--- src/rtl/rxs_pkg.sv ---
package rxs_pkg;

    typedef enum logic [1:0] {
        ST_IDLE   = 2'd0,
        ST_HUNT_A = 2'd1,
        ST_HUNT_B = 2'd2,
        ST_FRAME  = 2'd3
    } rx_state_e;

    // Mode byte layout; bit order matters to software writing it
    typedef struct packed {
        logic       single_sync;
        logic       ext_sync;
        logic       even_par;
        logic       par_en;
        logic [1:0] len_sel;
        logic [1:0] kind;
    } rx_mode_t;

endpackage

--- src/rtl/rxs_bit_shift.sv ---
module rxs_bit_shift #(
    parameter int DW = 8
) (
    input  logic          clk,
    input  logic          rst_n,
    input  logic          shift_en,
    input  logic          din,
    output logic [DW-1:0] hist_q,
    output logic [DW-1:0] hist_nx
);
    // newest bit enters at the top so a finished LSB-first character
    // sits in the upper bits
    assign hist_nx = {din, hist_q[DW-1:1]};

    always_ff @(posedge clk or negedge rst_n) begin
        if (!rst_n) begin
            hist_q <= '0;
        end else if (shift_en) begin
            hist_q <= hist_nx;
        end
    end
endmodule

--- src/rtl/rxs_sync_cmp.sv ---
module rxs_sync_cmp #(
    parameter int DW = 8,
    parameter int CW = 4
) (
    input  logic [DW-1:0] window,
    input  logic [DW-1:0] pattern,
    input  logic [CW-1:0] shamt,
    output logic          hit
);
    logic [DW-1:0] mask;
    logic [DW-1:0] aligned;

    assign mask    = {DW{1'b1}} >> shamt;
    assign aligned = window >> shamt;
    assign hit     = (aligned == (pattern & mask));
endmodule

--- src/rtl/rxs_par_chk.sv ---
module rxs_par_chk #(
    parameter int DW = 8
) (
    input  logic [DW-1:0] data,
    input  logic          even_par,
    input  logic          pbit,
    output logic          bad
);
    logic expect_bit;

    assign expect_bit = even_par ? (^data) : ~(^data);
    assign bad        = (pbit != expect_bit);
endmodule

--- src/rtl/rxs_sync_rx.sv ---
module rxs_sync_rx #(
    parameter int DW = 8
) (
    input  logic          clk,
    input  logic          rst_n,
    input  logic          bit_en,
    input  logic          rxd,
    input  logic          mode_wr,
    input  logic [7:0]    mode_data,
    input  logic [DW-1:0] sync_pat_a,
    input  logic [DW-1:0] sync_pat_b,
    input  logic          hunt_cmd,
    input  logic          err_clr,
    input  logic          status_rd,
    input  logic          rx_data_rd,
    input  logic          syndet_in,
    output logic          syndet_out,
    output logic          syndet_oe,
    output logic [DW-1:0] rx_data,
    output logic          rx_ready,
    output logic          parity_err,
    output logic          overrun_err
);
    import rxs_pkg::*;

    localparam int CW     = $clog2(DW + 1);
    localparam int NPAT   = 2;
    localparam int MINLEN = 5;

    rx_mode_t      mode_q;
    rx_state_e     state_q, state_d;
    logic [CW-1:0] cnt_q, cnt_d;
    logic          par_q, par_d;
    logic          ext_prev_q;
    logic          syndet_q, ready_q, pe_q, oe_q;
    logic [DW-1:0] data_q;

    logic [CW-1:0] nbits, shamt;
    logic          ext_rise;
    logic          shift_en;
    logic [DW-1:0] hist_q, hist_nx;
    logic [DW-1:0] char_word, char_data;
    logic [NPAT-1:0]         hit;
    logic [NPAT-1:0][DW-1:0] pats;
    logic          char_done, sync_evt, par_bad;

    assign nbits    = CW'(MINLEN) + CW'(mode_q.len_sel);
    assign shamt    = CW'(DW) - nbits;
    assign ext_rise = syndet_in & ~ext_prev_q;
    // the parity bit does not enter the character shifter
    assign shift_en = bit_en & ~((state_q == ST_FRAME) & par_q);

    rxs_bit_shift #(.DW(DW)) u_shift (
        .clk      (clk),
        .rst_n    (rst_n),
        .shift_en (shift_en),
        .din      (rxd),
        .hist_q   (hist_q),
        .hist_nx  (hist_nx)
    );

    assign pats[0] = sync_pat_a;
    assign pats[1] = sync_pat_b;

    for (genvar g = 0; g < NPAT; g++) begin : g_cmp
        rxs_sync_cmp #(.DW(DW), .CW(CW)) u_cmp (
            .window  (hist_nx),
            .pattern (pats[g]),
            .shamt   (shamt),
            .hit     (hit[g])
        );
    end

    assign char_word = par_q ? hist_q : hist_nx;
    assign char_data = char_word >> shamt;

    rxs_par_chk #(.DW(DW)) u_par (
        .data     (char_data),
        .even_par (mode_q.even_par),
        .pbit     (rxd),
        .bad      (par_bad)
    );

    // next-state logic
    always_comb begin
        state_d   = state_q;
        cnt_d     = cnt_q;
        par_d     = par_q;
        char_done = 1'b0;
        sync_evt  = 1'b0;
        if (mode_wr) begin
            state_d = ST_IDLE;
            cnt_d   = '0;
            par_d   = 1'b0;
        end else if (hunt_cmd) begin
            state_d = ST_HUNT_A;
            cnt_d   = '0;
            par_d   = 1'b0;
        end else begin
            unique case (state_q)
                ST_IDLE: begin
                end
                ST_HUNT_A: begin
                    if (mode_q.ext_sync) begin
                        if (ext_rise) begin
                            state_d = ST_FRAME;
                            cnt_d   = '0;
                        end
                    end else if (bit_en) begin
                        if ((cnt_q >= nbits - CW'(1)) && hit[0]) begin
                            cnt_d = '0;
                            if (mode_q.single_sync) begin
                                state_d  = ST_FRAME;
                                sync_evt = 1'b1;
                            end else begin
                                state_d = ST_HUNT_B;
                            end
                        end else if (cnt_q < nbits) begin
                            cnt_d = cnt_q + CW'(1);
                        end
                    end
                end
                ST_HUNT_B: begin
                    if (bit_en) begin
                        if (cnt_q == nbits - CW'(1)) begin
                            cnt_d = '0;
                            if (hit[1]) begin
                                state_d  = ST_FRAME;
                                sync_evt = 1'b1;
                            end else begin
                                state_d = ST_HUNT_A;
                            end
                        end else begin
                            cnt_d = cnt_q + CW'(1);
                        end
                    end
                end
                ST_FRAME: begin
                    if (bit_en) begin
                        if (par_q) begin
                            par_d     = 1'b0;
                            char_done = 1'b1;
                        end else if (cnt_q == nbits - CW'(1)) begin
                            cnt_d = '0;
                            if (mode_q.par_en) begin
                                par_d = 1'b1;
                            end else begin
                                char_done = 1'b1;
                            end
                        end else begin
                            cnt_d = cnt_q + CW'(1);
                        end
                    end
                end
            endcase
        end
    end

    // state register
    always_ff @(posedge clk or negedge rst_n) begin
        if (!rst_n) begin
            state_q <= ST_IDLE;
            cnt_q   <= '0;
            par_q   <= 1'b0;
        end else begin
            state_q <= state_d;
            cnt_q   <= cnt_d;
            par_q   <= par_d;
        end
    end

    // outputs and flags
    always_ff @(posedge clk or negedge rst_n) begin
        if (!rst_n) begin
            mode_q     <= '0;
            ext_prev_q <= 1'b0;
            syndet_q   <= 1'b0;
            ready_q    <= 1'b0;
            pe_q       <= 1'b0;
            oe_q       <= 1'b0;
            data_q     <= '0;
        end else begin
            ext_prev_q <= syndet_in;
            if (mode_wr) begin
                mode_q <= rx_mode_t'(mode_data);
            end
            if (status_rd) begin
                syndet_q <= 1'b0;
            end
            if (sync_evt) begin
                syndet_q <= 1'b1;
            end
            if (err_clr) begin
                pe_q <= 1'b0;
                oe_q <= 1'b0;
            end
            if (char_done) begin
                data_q  <= char_data;
                ready_q <= 1'b1;
                if (ready_q && !rx_data_rd) begin
                    oe_q <= 1'b1;
                end
                if (mode_q.par_en && par_bad) begin
                    pe_q <= 1'b1;
                end
            end else if (rx_data_rd) begin
                ready_q <= 1'b0;
            end
        end
    end

    assign syndet_out  = syndet_q;
    assign syndet_oe   = ~mode_q.ext_sync;
    assign rx_data     = data_q;
    assign rx_ready    = ready_q;
    assign parity_err  = pe_q;
    assign overrun_err = oe_q;

endmodule

--- config.mk ---
export PLATFORM = sky130hd
export DESIGN_NAME = rxs_sync_rx
export DESIGN_NICKNAME = d
export VERILOG_FILES = /design/src/rtl/rxs_pkg.sv /design/src/rtl/rxs_bit_shift.sv /design/src/rtl/rxs_sync_cmp.sv /design/src/rtl/rxs_par_chk.sv /design/src/rtl/rxs_sync_rx.sv
export SDC_FILE = /design/constraint.sdc
export NUM_CORES = 1
export LEC_CHECK = 0
export ABC_AREA = 1
export BUFFER_PORTS_ARGS = -buffer_cell sky130_fd_sc_hd__buf_2
export CELL_PAD_IN_SITES_DETAIL_PLACEMENT = 0
export CELL_PAD_IN_SITES_GLOBAL_PLACEMENT = 2
export CORE_MARGIN = 1
export CORE_UTILIZATION = 32
export CTS_CLUSTER_SIZE = 28
export DETAILED_ROUTE_END_ITERATION = 6
export PLACE_DENSITY_LB_ADDON = 0.1
export SLEW_MARGIN = 10
export SYNTH_ARGS = -nofsm -noshare
export SYNTH_HDL_FRONTEND = slang
export SYNTH_HIERARCHICAL = 1
export SYNTH_SLANG_ARGS = --single-unit
--- constraint.sdc ---
create_clock -name clk -period 3.2 [get_ports clk]
set_clock_uncertainty 0.05 [all_clocks]
set_input_delay 0.16 -clock clk [delete_from_list [all_inputs] [get_ports clk]]
set_output_delay 0.16 -clock clk [all_outputs]
set_load 0.1 [all_outputs]
======== After elaboration in Yosys (flattened, before gate mapping) ========
Index checks and enable logic that the tools add are counted.
operators by class
  $add $sub $neg .......................... 4
  magnitude comparators ................... 2
  equal/unequal tests ..................... 15
  shift-type cells ........................ 3
  mux-type cells .......................... 59
  bitwise gates (word level) .............. 9
  reduce and logical (&&, ||, !) cells .... 14
operators by type and width
  cell                                                                 number
  4-bit two-way mux                                                    11
  1-bit two-way mux                                                    35
  2-bit two-way mux                                                    9
  8-bit AND                                                            2
  8-bit == test                                                        2
  4-bit != test (second input constant)                                4
  8-bit by 4-bit right shift with 8-bit output                         2
  5-bit != test (second input constant)                                3
  4-bit case mux with 3 select lines                                   1
  8-bit two-way mux                                                    1
  8-bit XOR reduction                                                  1
  8-bit by 4-bit right shift with 8-bit output (first input constant)  1
  7-bit AND reduction                                                  1
  6-bit != test (second input constant)                                1
  6-bit AND reduction                                                  1
  3-bit nonzero test                                                   2
  5-bit nonzero test                                                   1
  3-bit by 2-bit adder with 4-bit output (first input constant)        1
  4-bit by 1-bit adder with 4-bit output (second input constant)       1
  2-bit == test (second input constant)                                2
  4-bit == test                                                        1
  4-bit >= comparator                                                  1
  4-bit less-than comparator                                           1
  1-bit inverter                                                       4
  12 further kinds                                                     17
storage, ports and cells
  register bits ........................... 34
  bits of input ports ..................... 34
  output and inout bits ................... 13
  word-level logic and storage cells ...... 121

======== Logic depth before layout (Yosys ltp) ========
Gate-level depths: netlist (run 1).
  depth in word-level cells ............... 13
  gate-level depth with buffers ........... 21
  depth with buffers taken out ............ 20

======== Modules after synthesis ========
Netlist (run 1), hierarchy kept.
by module, submodules not included
  module         times used  cells an instance  area an instance (um2)  sequential area each (um2)
  rxs_sync_rx    1           249                1883.1                  650.6
  rxs_sync_cmp   2           100                493.0                   0.0
  rxs_bit_shift  1           42                 365.4                   200.2
  rxs_par_chk    1           43                 188.9                   0.0

======== Worst setup path before layout (run 1) ========
OpenSTA, ideal clock, no wires.
  path type ............................... register to register
  start ................................... register mode_q[2] (netlist name)
  end ..................................... register cnt_q[2]
  setup time .............................. 127 ps
  data arrival time ....................... 2212 ps
  required time ........................... 3023 ps
  slack ................................... 810 ps
  stages on the path, launching flop included .. 19
  buffers on the path ..................... 1
  period minus slack after synthesis ...... 2390 ps
  cells stage by stage .................... dfrtp_1 ha_1 nor2_1 nor2_4 inv_4 clkbuf_4 nand3_1 nand2_2 inv_1 nand3_1 nand2_1 nor2_1 nand3_1 nand2_1 nand2_1 nand3_1 nand2_2 nand2_1 o21ai_0
on the way
  cells in the longest elaborated chain, start to end .. 12
  elaborated cells on any way between the ends .. 23
  classes of those cells .................. 3 x add/sub; 2 x order compare; 3 x eq/ne; 2 x shift; 10 x mux; 1 x bitwise; 2 x reduce/logical
ends and longest elaborated chain
  element                                       RTL line            RTL
  from (decl)                                   rxs_sync_rx.sv:30   rx_mode_t mode_q;
  from (signal assigned)                        rxs_sync_rx.sv:185  mode_q <= rx_mode_t'(mode_data);
  3-bit by 2-bit adder with 4-bit output *      rxs_sync_rx.sv:47   assign nbits = CW'(MINLEN) + CW'(mode_q.len_sel);
  4-bit subtractor *                            rxs_sync_rx.sv:48   assign shamt = CW'(DW) - nbits;
  named net shamt[1]                            rxs_sync_rx.sv:38   logic [CW-1:0] nbits, shamt;
  8-bit by 4-bit right shift with 8-bit output  rxs_sync_cmp.sv:13  assign mask = {DW{1'b1}} >> shamt;
  8-bit AND                                     rxs_sync_cmp.sv:15  assign hit = (aligned == (pattern & mask));
  8-bit == test *                               rxs_sync_cmp.sv:15
  named net hit[0]                              rxs_sync_rx.sv:43   logic [NPAT-1:0] hit;
  1-bit logical AND *                           rxs_sync_rx.sv:110  if ((cnt_q >= nbits - CW'(1)) && hit[0]) begin
  4-bit two-way mux                             rxs_sync_rx.sv:110
  4-bit two-way mux                             rxs_sync_rx.sv:109  end else if (bit_en) begin
  4-bit two-way mux                             rxs_sync_rx.sv:104  if (mode_q.ext_sync) begin
  4-bit case mux with 3 select lines            rxs_sync_rx.sv:100  unique case (state_q)
  4-bit two-way mux                             rxs_sync_rx.sv:95   end else if (hunt_cmd) begin
  4-bit two-way mux                             rxs_sync_rx.sv:91   if (mode_wr) begin
  to (signal assigned)                          rxs_sync_rx.sv:167  cnt_q <= cnt_d;
  to (decl)                                     rxs_sync_rx.sv:32   logic [CW-1:0] cnt_q, cnt_d;
The timed path passes the listed nets; every way through them passes the cells marked *. The select of a mux whose other input is x is not followed.
A chain may end at the register's enable or synchronous reset.

======== Worst setup path after layout (run 1) ========
  start ................................... register mode_q[2] (netlist name)
  end ..................................... register cnt_q[3]
Same word-level chain as after synthesis.

==> results of run 1 <==
==> cells by family after synthesis <==
logic type,count (synthesis),synth area share (%)
multiplexers,2,0.5848
XOR/XNOR,8,2.047
buffers and inverters,95,13.23
adder cells (fa/ha/maj),12,4.386
flip-flops,34,24.85
AO/OA/AOI/OAI,50,9.576
AND/OR/NAND/NOR,333,45.32
==> metal layers <==
metal  wire length (um)  up-vias
li1                   -     1766
met1               4394     1526
met2               4205       44
met3                218        6
met4                 63        0
met5                  0        -
==> flip-flops by register name, summed over array words and instances (netlist names), 2 cells and up <==
register / count
state_q: 2
cnt_q: 4
rx_data: 8
u_shift/hist_q: 8
mode_q: 6
==> worst max-delay path: stages, from the launching register on <==
cell and delay (ns):
sky130_fd_sc_hd__dfrtp_1 0.40, sky130_fd_sc_hd__ha_1 0.35, sky130_fd_sc_hd__nor2_1 0.20, sky130_fd_sc_hd__nor2_4 0.08
sky130_fd_sc_hd__inv_4 0.18, sky130_fd_sc_hd__buf_4 0.28, sky130_fd_sc_hd__nand3_1 0.12, sky130_fd_sc_hd__nand2_2 0.10
sky130_fd_sc_hd__inv_1 0.04, sky130_fd_sc_hd__nand3_1 0.07, sky130_fd_sc_hd__nand2_1 0.07, sky130_fd_sc_hd__nor2_1 0.12
sky130_fd_sc_hd__nand3_1 0.11, sky130_fd_sc_hd__nand2_1 0.09, sky130_fd_sc_hd__nand2_1 0.11, sky130_fd_sc_hd__nand3_1 0.11
sky130_fd_sc_hd__nand2_2 0.11, sky130_fd_sc_hd__nand2_1 0.07, sky130_fd_sc_hd__o21ai_0 0.07
==> power by group through the flow <==
| stage | Combinational [mW] | Clock (mW) | Sequential, mW |
|---|---|---|---|
| 2_1_floorplan | 0.620 | 0 | 0.546 |
| 3_3_place_gp | 0.795 | 0 | 0.525 |
| 3_5_place_dp | 0.803 | 0 | 0.526 |
| 4_1_cts | 0.810 | 0.356 | 0.517 |
| 5_1_grt | 0.924 | 0.373 | 0.525 |
| 6_report | 0.804 | 0.340 | 0.518 |
==> area by class of cell <==
| class | instances | area [um2] | area share (%) |
|---|---|---|---|
| clock buffer | 7 | 86.33 | 2.263 |
| clock inverter | 1 | 5.005 | 0.1312 |
| inverter | 75 | 290.3 | 7.609 |
| multi-input combinational | 405 | 2120 | 55.56 |
| sequential | 34 | 850.8 | 22.30 |
| tap | 136 | 170.2 | 4.460 |
| timing repair buffer | 52 | 287.8 | 7.543 |
| timing repair inverter | 1 | 5.005 | 0.1312 |
==> through the flow <==
step | setup slack, ns | hold WS [ns]
global placement | 0.3358 | 0.2338
floorplan | 0.8102 | -0.1856
detailed placement | 0.2973 | 0.2364
global route | 0.02109 | 0.009639
CTS | 0.3057 | 0.007293
finish | 0.3502 | 0.01593
==> final timing paths <==
| kind | endpoint | slack, ns |
|---|---|---|
| max in group asynchronous | rx_data[6] | 2.16 |
| max | cnt_q[3] | 0.35 |
| min | mode_q[7] | 0.02 |
| min in group asynchronous | state_q[0] | 0.44 |
| min reg2reg | u_shift/hist_q[0] | 0.43 |
| max reg2reg | cnt_q[3] | 0.35 |
==> layout by cell type (no fill, tap or decap), types with 7 or more instances in the layout <==
cell | netlist | final
sky130_fd_sc_hd__buf_2 | 1 | 44
sky130_fd_sc_hd__dfrtp_1 | 34 | 34
sky130_fd_sc_hd__ha_1 | 12 | 12
sky130_fd_sc_hd__inv_1 | 60 | 59
sky130_fd_sc_hd__inv_2 | 13 | 13
sky130_fd_sc_hd__nand2_1 | 190 | 190
sky130_fd_sc_hd__nand2_2 | 17 | 17
sky130_fd_sc_hd__nand3_1 | 74 | 74
sky130_fd_sc_hd__nand3_2 | 12 | 12
sky130_fd_sc_hd__nor2_1 | 20 | 20
sky130_fd_sc_hd__o21ai_0 | 18 | 18
sky130_fd_sc_hd__o21ai_1 | 7 | 7
sky130_fd_sc_hd__o21ai_2 | 10 | 10
==> what timing repair did <==
item | CTS | global route
endpoints found under the hold margin | 36 | 0
resized for setup | 0 | 1
setup endpoints to repair | 0 | 4
hold buffers | 3 | 0
==> metrics list, run 1 <==
- CTS H-tree depth: 2
- Most used DFF post-synth: sky130_fd_sc_hd__dfrtp_1
* Post-synthesis instance area: approximately 0.0034 mm2
* Antenna diode count: 0
* Least-Margin Pin Slew: 0.7899 ns
- Synthesis handed over a netlist of around 530 instances.
* Power share of the clock group: ~21%
* Origin of the worst min-delay path: mode_data[7]
- After global routing the overflow that remains totals 0.
* Share of layout cells above drive strength 1: between 20 and 25%
- Of all cell types, the one taking the most synthesized area is sky130_fd_sc_hd__dfrtp_1.
- Clock transition at the registers of the reported paths: roughly 0.07 ns
- Number of synthesized flops with an enable pin: 0
* Number of fill cells: around 1200
* Worst hold stages: 3
- Synthesis inferred 34 register bits.
* Total Power: 1.662 mW
- Post-route cell area: 0.003815 mm2
* Async set or reset register ratio after synthesis: 100.0%
- The critical path is of the flip-flop to flip-flop type.
- Using the TritonRoute via totals, the vias-per-cell ratio works out to 4.700.
- Setup violations remaining at the end of the flow were counted as 0.
* CTS max path bufs: 2
- For this run, the detailed router's first-pass iteration total came to 4.
* Outcome: finished, final reports clean
- Yosys attributes the largest share of cell area to sky130_fd_sc_hd__dfrtp_1 (25%), sky130_fd_sc_hd__nand2_1 (21%), sky130_fd_sc_hd__nand3_1 (11%), sky130_fd_sc_hd__inv_1 (6.6%), sky130_fd_sc_hd__ha_1 (4.4%).
* Most common library cells after synthesis: sky130_fd_sc_hd__nand2_1 (190), sky130_fd_sc_hd__nand3_1 (74), sky130_fd_sc_hd__inv_1 (60)
- Yosys printed 6 warnings.
- between 40 and 50 I/O pins were placed.
- Register area share after synthesis: between 20 and 25%
* Initial core utilization: between 30% and 40%
- Entering global routing, the biggest net connects 35 pins.
- Die span in x: about 110 um
- Count of nets left with antenna violations after detail routing: 0
- The die covers 0.01112 mm2.
* Worst setup SP type: flip-flop
- After the first detailed-routing iteration, the DRC count stood at between 100 and 150.
- Post-synthesis cell type count: 34
* Global placement routability congestion: 0.7743
- Net switching power figure: roughly 0.76 mW
- In this run the worst path has a maximum fanout of 14.
* Rows: 37
* Utilization after layout: 36.79%
* P&R area growth vs syn: 11.44%
* Number of standard cells in the layout, taps in and fillers out: between 700 and 800
- The core region is around 0.010 mm2.
* Met2 track demand over resource in global routing: between 20% and 30%
- Vertical die dimension: roughly 110 um
* Most frequent cell after synthesis: sky130_fd_sc_hd__nand2_1
* Global-route wire length before repair: roughly 15 mm
* Worst EP required: ~3.3 ns
* Vias in the first global route: approximately 3200
- The max-slew violation total from the final report is 0.
* Setup bufs post-CTS: 0
- After detailed placement, the design holds a cell count of roughly 700.
- The number of antenna violations at the first check in global routing was 0.
- Summed over all nets, the half-perimeter wirelength after detailed placement is 6.659 mm.
- Internal power comes to 0.9050 mW.
- The number of nets handed over by synthesis was 580.
- For this design the static power due to leakage is around 2.1 nW.
- Sequential share of power: between 30 and 40%
- Static timing analysis puts the maximum clock frequency at roughly 350 MHz.
- Count of clock tree sinks: 34
- CTS tree: done
* Post-detailed-routing wire length: about 8.9 mm
* Global-route usage over all layers: ~17%
* RSZ-0062 raised after global routing: false
- Net switching is between 40% and 50% of the power.
* Pwr Density: 435.5 mW/mm2
- Number of buffers inserted during clock tree synthesis: 5
- Most crowded layer after global routing: met2
- First element of the critical path: mode_q[2]
- After synthesis, the largest area contributor takes up about 25% of total cell area.
- Quantity of I/O buffers inserted on ports: 44
- In this run the mean area of a mapped cell was between 6 and 7 um2.
- Combinational fraction of design power: a little under 50%
- Number of cells traversed by the worst register-to-register path: 18
* Final-stage net count: 620
* Avg WL per Cell: 12.49 um
* Worst relative slew slack: 47.34%
- The smallest clock period supported by the final layout is computed as 2.850 ns.
* Number of violations of the max-capacitance limit: 0
- Post-Place Cell Area: around 0.0037 mm2
- Arrival time reported for the critical path endpoint: between 2 and 3 ns
- In the final timing run, aggregate negative setup slack is 0 ns.
* Sort of element at the end of the critical path: flip-flop
- Clock latency on the worst-skew pair, taken at its later pin, is a little under 0.3 ns.
- Number of hold violations in the final report: 0
- For met3 alone, demand over resource in global routing was 2.041%.
- Class of the most critical hold timing path: input port to flip-flop
- Reg2Reg Launch Point: mode_q[2]
- The tree is rooted in a sky130_fd_sc_hd__clkbuf_8.
- For this run, design rule violations remaining after detail routing come to 0.
* Global-route met1 utilization: between 20% and 30%
- Worst voltage drop across the vdd grid: between 0.0002 and 0.00025 V
* DR vias: 3342
- The worst path uses a little under 90% of the clock period.
(Power assumes the default switching activity.)
==> inputs of run 2 (changes only) <==
--- a/config.mk
+++ b/config.mk
@@ -11,6 +11,7 @@
 export CELL_PAD_IN_SITES_GLOBAL_PLACEMENT = 2
 export CORE_MARGIN = 1
 export CORE_UTILIZATION = 32
+export CTS_BUF_LIST = sky130_fd_sc_hd__clkbuf_4 sky130_fd_sc_hd__clkbuf_8 sky130_fd_sc_hd__clkbuf_16
 export CTS_CLUSTER_SIZE = 28
 export DETAILED_ROUTE_END_ITERATION = 6
 export PLACE_DENSITY_LB_ADDON = 0.1
==> constraint.sdc (replaced) <==
create_clock -name clk -period 3.2 [get_ports clk]
set_clock_uncertainty 0.05 [all_clocks]
set_input_delay 0.16 -clock clk [delete_from_list [all_inputs] [get_ports clk]]
set_output_delay 0.16 -clock clk [all_outputs]
set_load 0.01 [all_outputs]
==> run 2 against run 1 <==
Sequential share of layout area about the same. Highest routed layer unchanged. Utilization about the same. Global-route usage unchanged. Power down 2.1%. Final cell count unchanged.
==> metrics list, run 2 (synthesized netlist as in run 1, its figures left out) <==
* Class of the most critical hold timing path: input port to flip-flop
- The leakage power total is 2.103 nW (+0.16%).
- The count of nets after finishing is 620 (unchanged).
* Worst R2R Setup Slack: 0.35 ns (about the same)
* CTS H-tree depth: 2 (unchanged)
* CTS tree: done
* Setup bufs post-CTS: 0 (unchanged)
* Worst setup SP type: flip-flop
- The number of global-route vias before repair is 3153 (-0.095%).
- Count of clock tree sinks: 34 (unchanged)
- DR pass1 iterations: 4 (unchanged)
- Initial core utilization: 33.01% (unchanged)
- Vertical die dimension: 105.4 um (unchanged)
- Core region area: 0.01037 mm2 (unchanged)
- The total negative slack was 0 ns (unchanged).
- Post-route fraction of the period consumed by the critical path: 89.16% (+0.10 points)
* Worst voltage drop across the vdd grid: 0.0002099 V (-8.8%)
- Clock transition at the registers of the reported paths: 0.07 ns (about the same)
- DR vias: 3338 (-0.12%)
* Setup CP Type: flip-flop to flip-flop
* Global-route usage over all layers: 16.71% (unchanged)
- CTS max path bufs: 2 (unchanged)
- P&R area growth vs syn: 11.55% (about the same)
* Most frequent cells in the layout: sky130_fd_sc_hd__nand2_1 (190), sky130_fd_sc_hd__nand3_1 (74), sky130_fd_sc_hd__inv_1 (59), sky130_fd_sc_hd__buf_2 (44), sky130_fd_sc_hd__dfrtp_1 (34)
- RSZ-0062 raised after global routing: false
* Antenna diode count: 0 (unchanged)
- The number of buffer cells added on primary ports was 44 (unchanged).
- The DRC violation count after routing was 0 (unchanged).
- Initial detailed-routing violation count: 122 (+16%)
- Count of nets left with antenna violations after detail routing: 0 (unchanged)
* Share of layout cells above drive strength 1: 22.43% (+0.17 points)
- Worst hold stages: 2 (-1)
- The number of rows in the core area was 37 (unchanged).
* Number of ports placed on the die boundary: 47 (unchanged)
* Number of violations of the max-capacitance limit: 0 (unchanged)
* Number of antenna violations at the first check in global routing: 0 (unchanged)
- The average vias per placed instance was 4.695 (-0.12%).
* Die ar.: 0.01112 mm2 (unchanged)
- The max-slew violation total from the final report is 0 (unchanged).
- The leftover overflow at the end of global routing came to 0 (unchanged).
* Estimated wirelength of the detail-placed design: 6.659 mm (unchanged)
- Cell at the root of the clock tree: sky130_fd_sc_hd__clkbuf_8
- Post-detailed-routing wire length: 8.884 mm (about the same)
- Leaving out fill and tap cells, the most frequent cell in the layout is sky130_fd_sc_hd__nand2_1.
- Worst EP required: 3.32 ns (about the same)
- The clock buffer count from CTS was 5 (unchanged).
- STA classifies the critical path endpoint as a flip-flop.
- The power density over cell area is 426.2 mW/mm2 (-2.1%).
- Final critical-path setup slack: 0.3470 ns (-0.003212 ns)
- The first-pass GRT wire length came to 15.07 mm (about the same).
- The final-report hold violation count came to 0 (unchanged).
* Avg WL per Cell: 12.50 um (about the same)
* Die span in x: 105.4 um (unchanged)
- Global placement routability congestion: 0.7743 (unchanged)
- Largest net degree at the start of global routing: 35 (unchanged)
* Setup slack after placement: 0.2973 ns (unchanged)
* Number of cells traversed by the worst register-to-register path: 18 (unchanged)
- Time the final worst path needs with I/O delays and setup: 2.853 ns (+0.003212 ns)
- Least-Margin Pin Slew: 0.7928 ns (+0.002883 ns)
- The signal arrival time at the worst endpoint was 2.97 ns (about the same).
- The run finished with clean final reports.
* CP Max Fanout: 14 (unchanged)
* Achievable Freq: 350.5 MHz (-0.11%)
- The worst-case headroom to the max-slew limit is 47.15% (-0.19 points).
- Clock latency at the later pin of the worst-skew pair: 0.29 ns (about the same)
* Number of setup violations in the final report: 0 (unchanged)
-- run 2: path summary, 6_finish.rpt --
kind	start	to
max	mode_q[2]	cnt_q[3]
min	err_clr	overrun_err
max reg2reg	mode_q[2]	cnt_q[3]
min reg2reg	u_shift/hist_q[0]	u_shift/hist_q[0]
max in group asynchronous	rst_n	rx_data[6]
min in group asynchronous	rst_n	state_q[0]
-- run 2: per-stage QoR --
| stage | hold slack (ns) | total power, mW | instance area (um2) | utilization [%] | cells |
|---|---|---|---|---|---|
| after floorplan | -0.1856 | 1.122 | 3423 | - | 534 |
| after detailed placement | 0.2364 | 1.284 | 3685 | 35.53 | 699 |
| after global routing | 0.009357 | 1.785 | 3819 | 36.82 | 711 |
| after global placement | 0.2338 | 1.276 | 3685 | 35.53 | 699 |
| after CTS | 0.007226 | 1.648 | 3810 | 36.74 | 710 |
| final | 0.01367 | 1.627 | 3819 | 36.82 | 711 |
-- run 2: critical path: stages (launching register included) --
cell	delay [ns]
sky130_fd_sc_hd__dfrtp_1	0.40
sky130_fd_sc_hd__ha_1	0.35
sky130_fd_sc_hd__nor2_1	0.20
sky130_fd_sc_hd__nor2_4	0.08
sky130_fd_sc_hd__inv_4	0.18
sky130_fd_sc_hd__buf_4	0.28
sky130_fd_sc_hd__nand3_1	0.12
sky130_fd_sc_hd__nand2_2	0.10
sky130_fd_sc_hd__inv_1	0.04
sky130_fd_sc_hd__nand3_1	0.07
sky130_fd_sc_hd__nand2_1	0.07
sky130_fd_sc_hd__nor2_1	0.12
sky130_fd_sc_hd__nand3_1	0.11
sky130_fd_sc_hd__nand2_1	0.09
sky130_fd_sc_hd__nand2_1	0.11
sky130_fd_sc_hd__nand3_1	0.11
sky130_fd_sc_hd__nand2_2	0.11
sky130_fd_sc_hd__nand2_1	0.07
sky130_fd_sc_hd__o21ai_0	0.07
-- run 2: where the power goes --
part | internal (mW) | leakage (nW) | switching, mW | total (mW)
Clock | 0.182 | 0.0517 | 0.167 | 0.350
Sequential | 0.464 | 0.450 | 0.0537 | 0.517
Combinational | 0.267 | 1.60 | 0.493 | 0.760
Total | 0.913 | 2.10 | 0.714 | 1.63
-- run 2: cell type report --
| type | instances | area [um2] |
|---|---|---|
| clock buffer | 7 | 90.09 |
| inverter | 75 | 290.3 |
| multi-input combinational | 405 | 2120 |
| fill | 1177 | 6551 |
| tap | 136 | 170.2 |
| timing repair inverter | 1 | 5.005 |
| timing repair buffer | 52 | 287.8 |
| sequential | 34 | 850.8 |
| clock inverter | 1 | 5.005 |
-- run 2: metal layers --
metal	GRT usage (%)	wire, um
met4	2.817	63
met3	2.041	208
met5	0	0
met2	29.04	4214
met1	22.38	4397
-- run 2: timing repair --
item                       CTS  global route
hold endpoints to repair    36             0
setup endpoints to repair    0             4
hold buffers                 3             0
resized for setup            0             1
==> inputs of run 3 (changes only) <==
==> constraint.sdc (replaced) <==
create_clock -name clk -period 2.7 [get_ports clk]
set_clock_uncertainty 0.05 [all_clocks]
set_input_delay 0.135 -clock clk [delete_from_list [all_inputs] [get_ports clk]]
set_output_delay 0.135 -clock clk [all_outputs]
set_load 0.01 [all_outputs]
==> run 3 against run 2 <==
Final cell count up 2.7%. First-iteration DRC count up 9.0%. Combinational power up 31%. Critical endpoint is now parity_err. Routed wire length about the same. Largest cell class unchanged. Setup slack worse by 0.13 ns. Maximum frequency up 15%. Cell area up 6.3%.
==> metrics list, run 3 (synthesized netlist as in run 1, its figures left out) <==
- Final Slew Violations: 0 (unchanged)
- The area used by multi-input combinational logic is 0.002175 mm2 (+2.6%).
- Setup CP Type: flip-flop to flip-flop
- The count of antenna-violating nets left after detailed routing came to 0 (unchanged).
* Detailed-route vias per instance: 4.634 (-1.3%)
- The clock buffer count from CTS was 5 (unchanged).
- CTS H-tree depth: 2 (unchanged)
* Worst EP required: 2.85 ns (-0.47 ns)
- The fraction of met1 tracks used by global routing is 22.39% (about the same).
- The worst hold slack came to 0.0006016 ns (-0.01307 ns).
* CTS max path bufs: 2 (unchanged)
* Sequential cell area: 852.1 um2 (+0.15%)
- The global placement routability congestion came to 0.7804 (+0.79%).
* Number of violations of the max-capacitance limit: 0 (unchanged)
- The fraction of the cycle the final worst path needs is 92.06% (+2.9 points).
- The worst-case headroom to the max-slew limit is 46.87% (-0.28 points).
- The share of cells above drive strength 1 is 26.43% (+4.0 points).
- Origin of the worst min-delay path: mode_data[4]
- Met2 track demand over resource in global routing: 29.46% (+0.42 points)
* Most crowded layer after global routing: met2
- The leakage power total came to 2.206 nW (+4.9%).
* Post-Place Cell Area: 0.003787 mm2 (+2.8%)
* Number of setup violations in the final report: 0 (unchanged)
- First element of the critical path: mode_q[2]
* Time the final worst path needs with I/O delays and setup: 2.486 ns (-0.3675 ns)
- Clock latency at the later pin of the worst-skew pair: 0.30 ns (about the same)
* Global-route usage over all layers: 16.93% (+0.21 points)
- Clock transition at the registers of the reported paths: 0.08 ns (about the same)
- Arrival time reported for the critical path endpoint: 2.63 ns (-0.34 ns)
- The final-report hold violation count came to 0 (unchanged).
- The worst setup path is launched from a flip-flop.
- Pwr Density: 497.1 mW/mm2 (+17%)
- TritonCTS built the clock tree.
- CP Max Fanout: 6 (-8)
- In this run the critical register-to-register path is launched from mode_q[2].
- The per-cell routed wire length was 12.18 um (-2.6%).
* Largest net degree at the start of global routing: 35 (unchanged)
- Most frequent cells in the layout: sky130_fd_sc_hd__nand2_1 (188), sky130_fd_sc_hd__nand3_1 (71), sky130_fd_sc_hd__inv_1 (59), sky130_fd_sc_hd__buf_2 (44), sky130_fd_sc_hd__dfrtp_1 (33)
* Die span in x: 105.4 um (unchanged)
- The count of nets after finishing is 639 (+3.1%).
* Antenna diode count: 0 (unchanged)
- Post-detailed-routing wire length: 8.888 mm (about the same)
* Least-Margin Pin Slew: 0.7970 ns (+0.004236 ns)
- Core region area: 0.01037 mm2 (unchanged)
* DR pass1 iterations: 5 (+1)
* Number of fill cells: 1145 (-2.7%)
- The final HPWL from detailed placement came to 6.745 mm (+1.3%).
- The number of buffer cells added on primary ports is 44 (unchanged).
* Post-route cell area: 0.004060 mm2 (+6.3%)
* Total Neg Setup Slack: 0 ns (unchanged)
- Number of ports placed on the die boundary: 47 (unchanged)
* Die ar.: 0.01112 mm2 (unchanged)
* Achievable Freq: 402.3 MHz (+15%)
* DR vias: 3383 (+1.3%)
- The number of global-route vias before repair came to 3300 (+4.7%).
- Cell at the root of the clock tree: sky130_fd_sc_hd__clkbuf_8
- Initial detailed-routing violation count: 133 (+9.0%)
* Sort of element at the end of the critical path: flip-flop
- The number of antenna violations at the first check in global routing was 0 (unchanged).
- The number of rows in the core area was 37 (unchanged).
* Met3 Usage GRT: 2.597% (+0.56 points)
- The die boundary height came to 105.4 um (unchanged).
* Global-route wire length before repair: 15.30 mm (+1.5%)
* Global-route congestion overflow total: 0 (unchanged)
- Worst R2R Setup Slack: 0.21 ns (-0.13 ns)
* Class of the most critical hold timing path: input port to flip-flop
* Count of clock tree sinks: 34 (unchanged)
* DRC viols: 0 (unchanged)
- Initial core utilization: 33.01% (unchanged)
- P&R area growth vs syn: 18.60%
- The run finished with clean final reports.
* Most common cell after layout, fill and taps aside: sky130_fd_sc_hd__nand2_1
- The maximum resistive drop on vdd came to 0.0002070 V (-1.4%).
==> run 3: cell types whose count changed in the layout (fill, tap and decap cells not counted), moves of 3 or more <==
| cell | delta |
|---|---|
| sky130_fd_sc_hd__buf_4 | +13 |
| sky130_fd_sc_hd__dlygate4sd3_1 | +4 |
| sky130_fd_sc_hd__nand3_1 | -3 |
| sky130_fd_sc_hd__nand3_2 | +3 |
| sky130_fd_sc_hd__nor2_1 | -3 |
| sky130_fd_sc_hd__nor2_2 | +3 |
==> run 3: report_power, final <==
part	leakage (nW)	total, mW	internal (mW)	switching, mW
clock	0.0472	0.411	0.205	0.205
combinational	1.71	0.993	0.390	0.603
sequential	0.449	0.615	0.550	0.0646
==> run 3: per-stage QoR <==
stage | util [%] | std cells | setup WS (ns) | power, mW
6_report | 39.15 | 730 | 0.2144 | 2.018
3_3_place_gp | 36.52 | 711 | -0.009293 | 1.556
5_1_grt | 39.15 | 730 | -0.01202 | 2.211
3_5_place_dp | 36.52 | 711 | -0.07581 | 1.564
2_1_floorplan | - | 534 | 0.3102 | 1.330
4_1_cts | 38.30 | 728 | 0.005366 | 2.000
==> run 3: cell type report <==
class                           count  share of cell area [%]
Timing Repair Buffer               71                   11.46
Tap cell                          136                   4.191
Clock inverter                      2                  0.3082
Timing Repair inverter              1                  0.1849
Sequential cell                    34                   20.99
Multi-Input combinational cell    405                   53.56
Clock buffer                        6                   2.034
Inverter                           75                   7.273
==> run 3: path summary, 6_finish.rpt <==
path / depth (start not counted) / endpoint
min in group asynchronous: 2 / cnt_q[1]
max in group asynchronous: 2 / mode_q[2]
min reg2reg: 2 / u_shift/hist_q[0]
max reg2reg: 20 / parity_err
min: 3 / mode_q[4]
max: 20 / parity_err
==> run 3: critical path, stage by stage (launching register included) <==
cell and delay (ns):
sky130_fd_sc_hd__dfrtp_2 0.44, sky130_fd_sc_hd__ha_4 0.26, sky130_fd_sc_hd__nand2_1 0.07, sky130_fd_sc_hd__inv_2 0.04, sky130_fd_sc_hd__nor2_4 0.11, sky130_fd_sc_hd__clkinv_4 0.11, sky130_fd_sc_hd__buf_4 0.17, sky130_fd_sc_hd__nor2_8 0.15
sky130_fd_sc_hd__inv_2 0.07, sky130_fd_sc_hd__nor2_2 0.19, sky130_fd_sc_hd__inv_1 0.08, sky130_fd_sc_hd__nand2_1 0.07, sky130_fd_sc_hd__nand3_1 0.07, sky130_fd_sc_hd__nand2_1 0.11, sky130_fd_sc_hd__inv_1 0.06, sky130_fd_sc_hd__nand2_2 0.06
sky130_fd_sc_hd__nand2_1 0.05, sky130_fd_sc_hd__nand2_1 0.05, sky130_fd_sc_hd__nand2_1 0.05, sky130_fd_sc_hd__nand3_2 0.07, sky130_fd_sc_hd__o21ai_2 0.05
==> run 3: repair_timing <==
item / CTS / global route
setup endpoints to repair: 7 / 9
gates resized for setup: 2 / 17
hold buffers: 7 / 0
gates cloned: 1 / 0
buffers inserted: 1 / 2
hold endpoints to repair: 41 / 0
==> run 3: metal layers <==
metal  routed length, um  part of all wire [%]  vias up
met5                   0                     0        -
met4                  66                  0.74        0
met3                 272                   3.1        8
met2                4223                    48       51
met1                4325                    49     1524
li1                    -                     -     1800
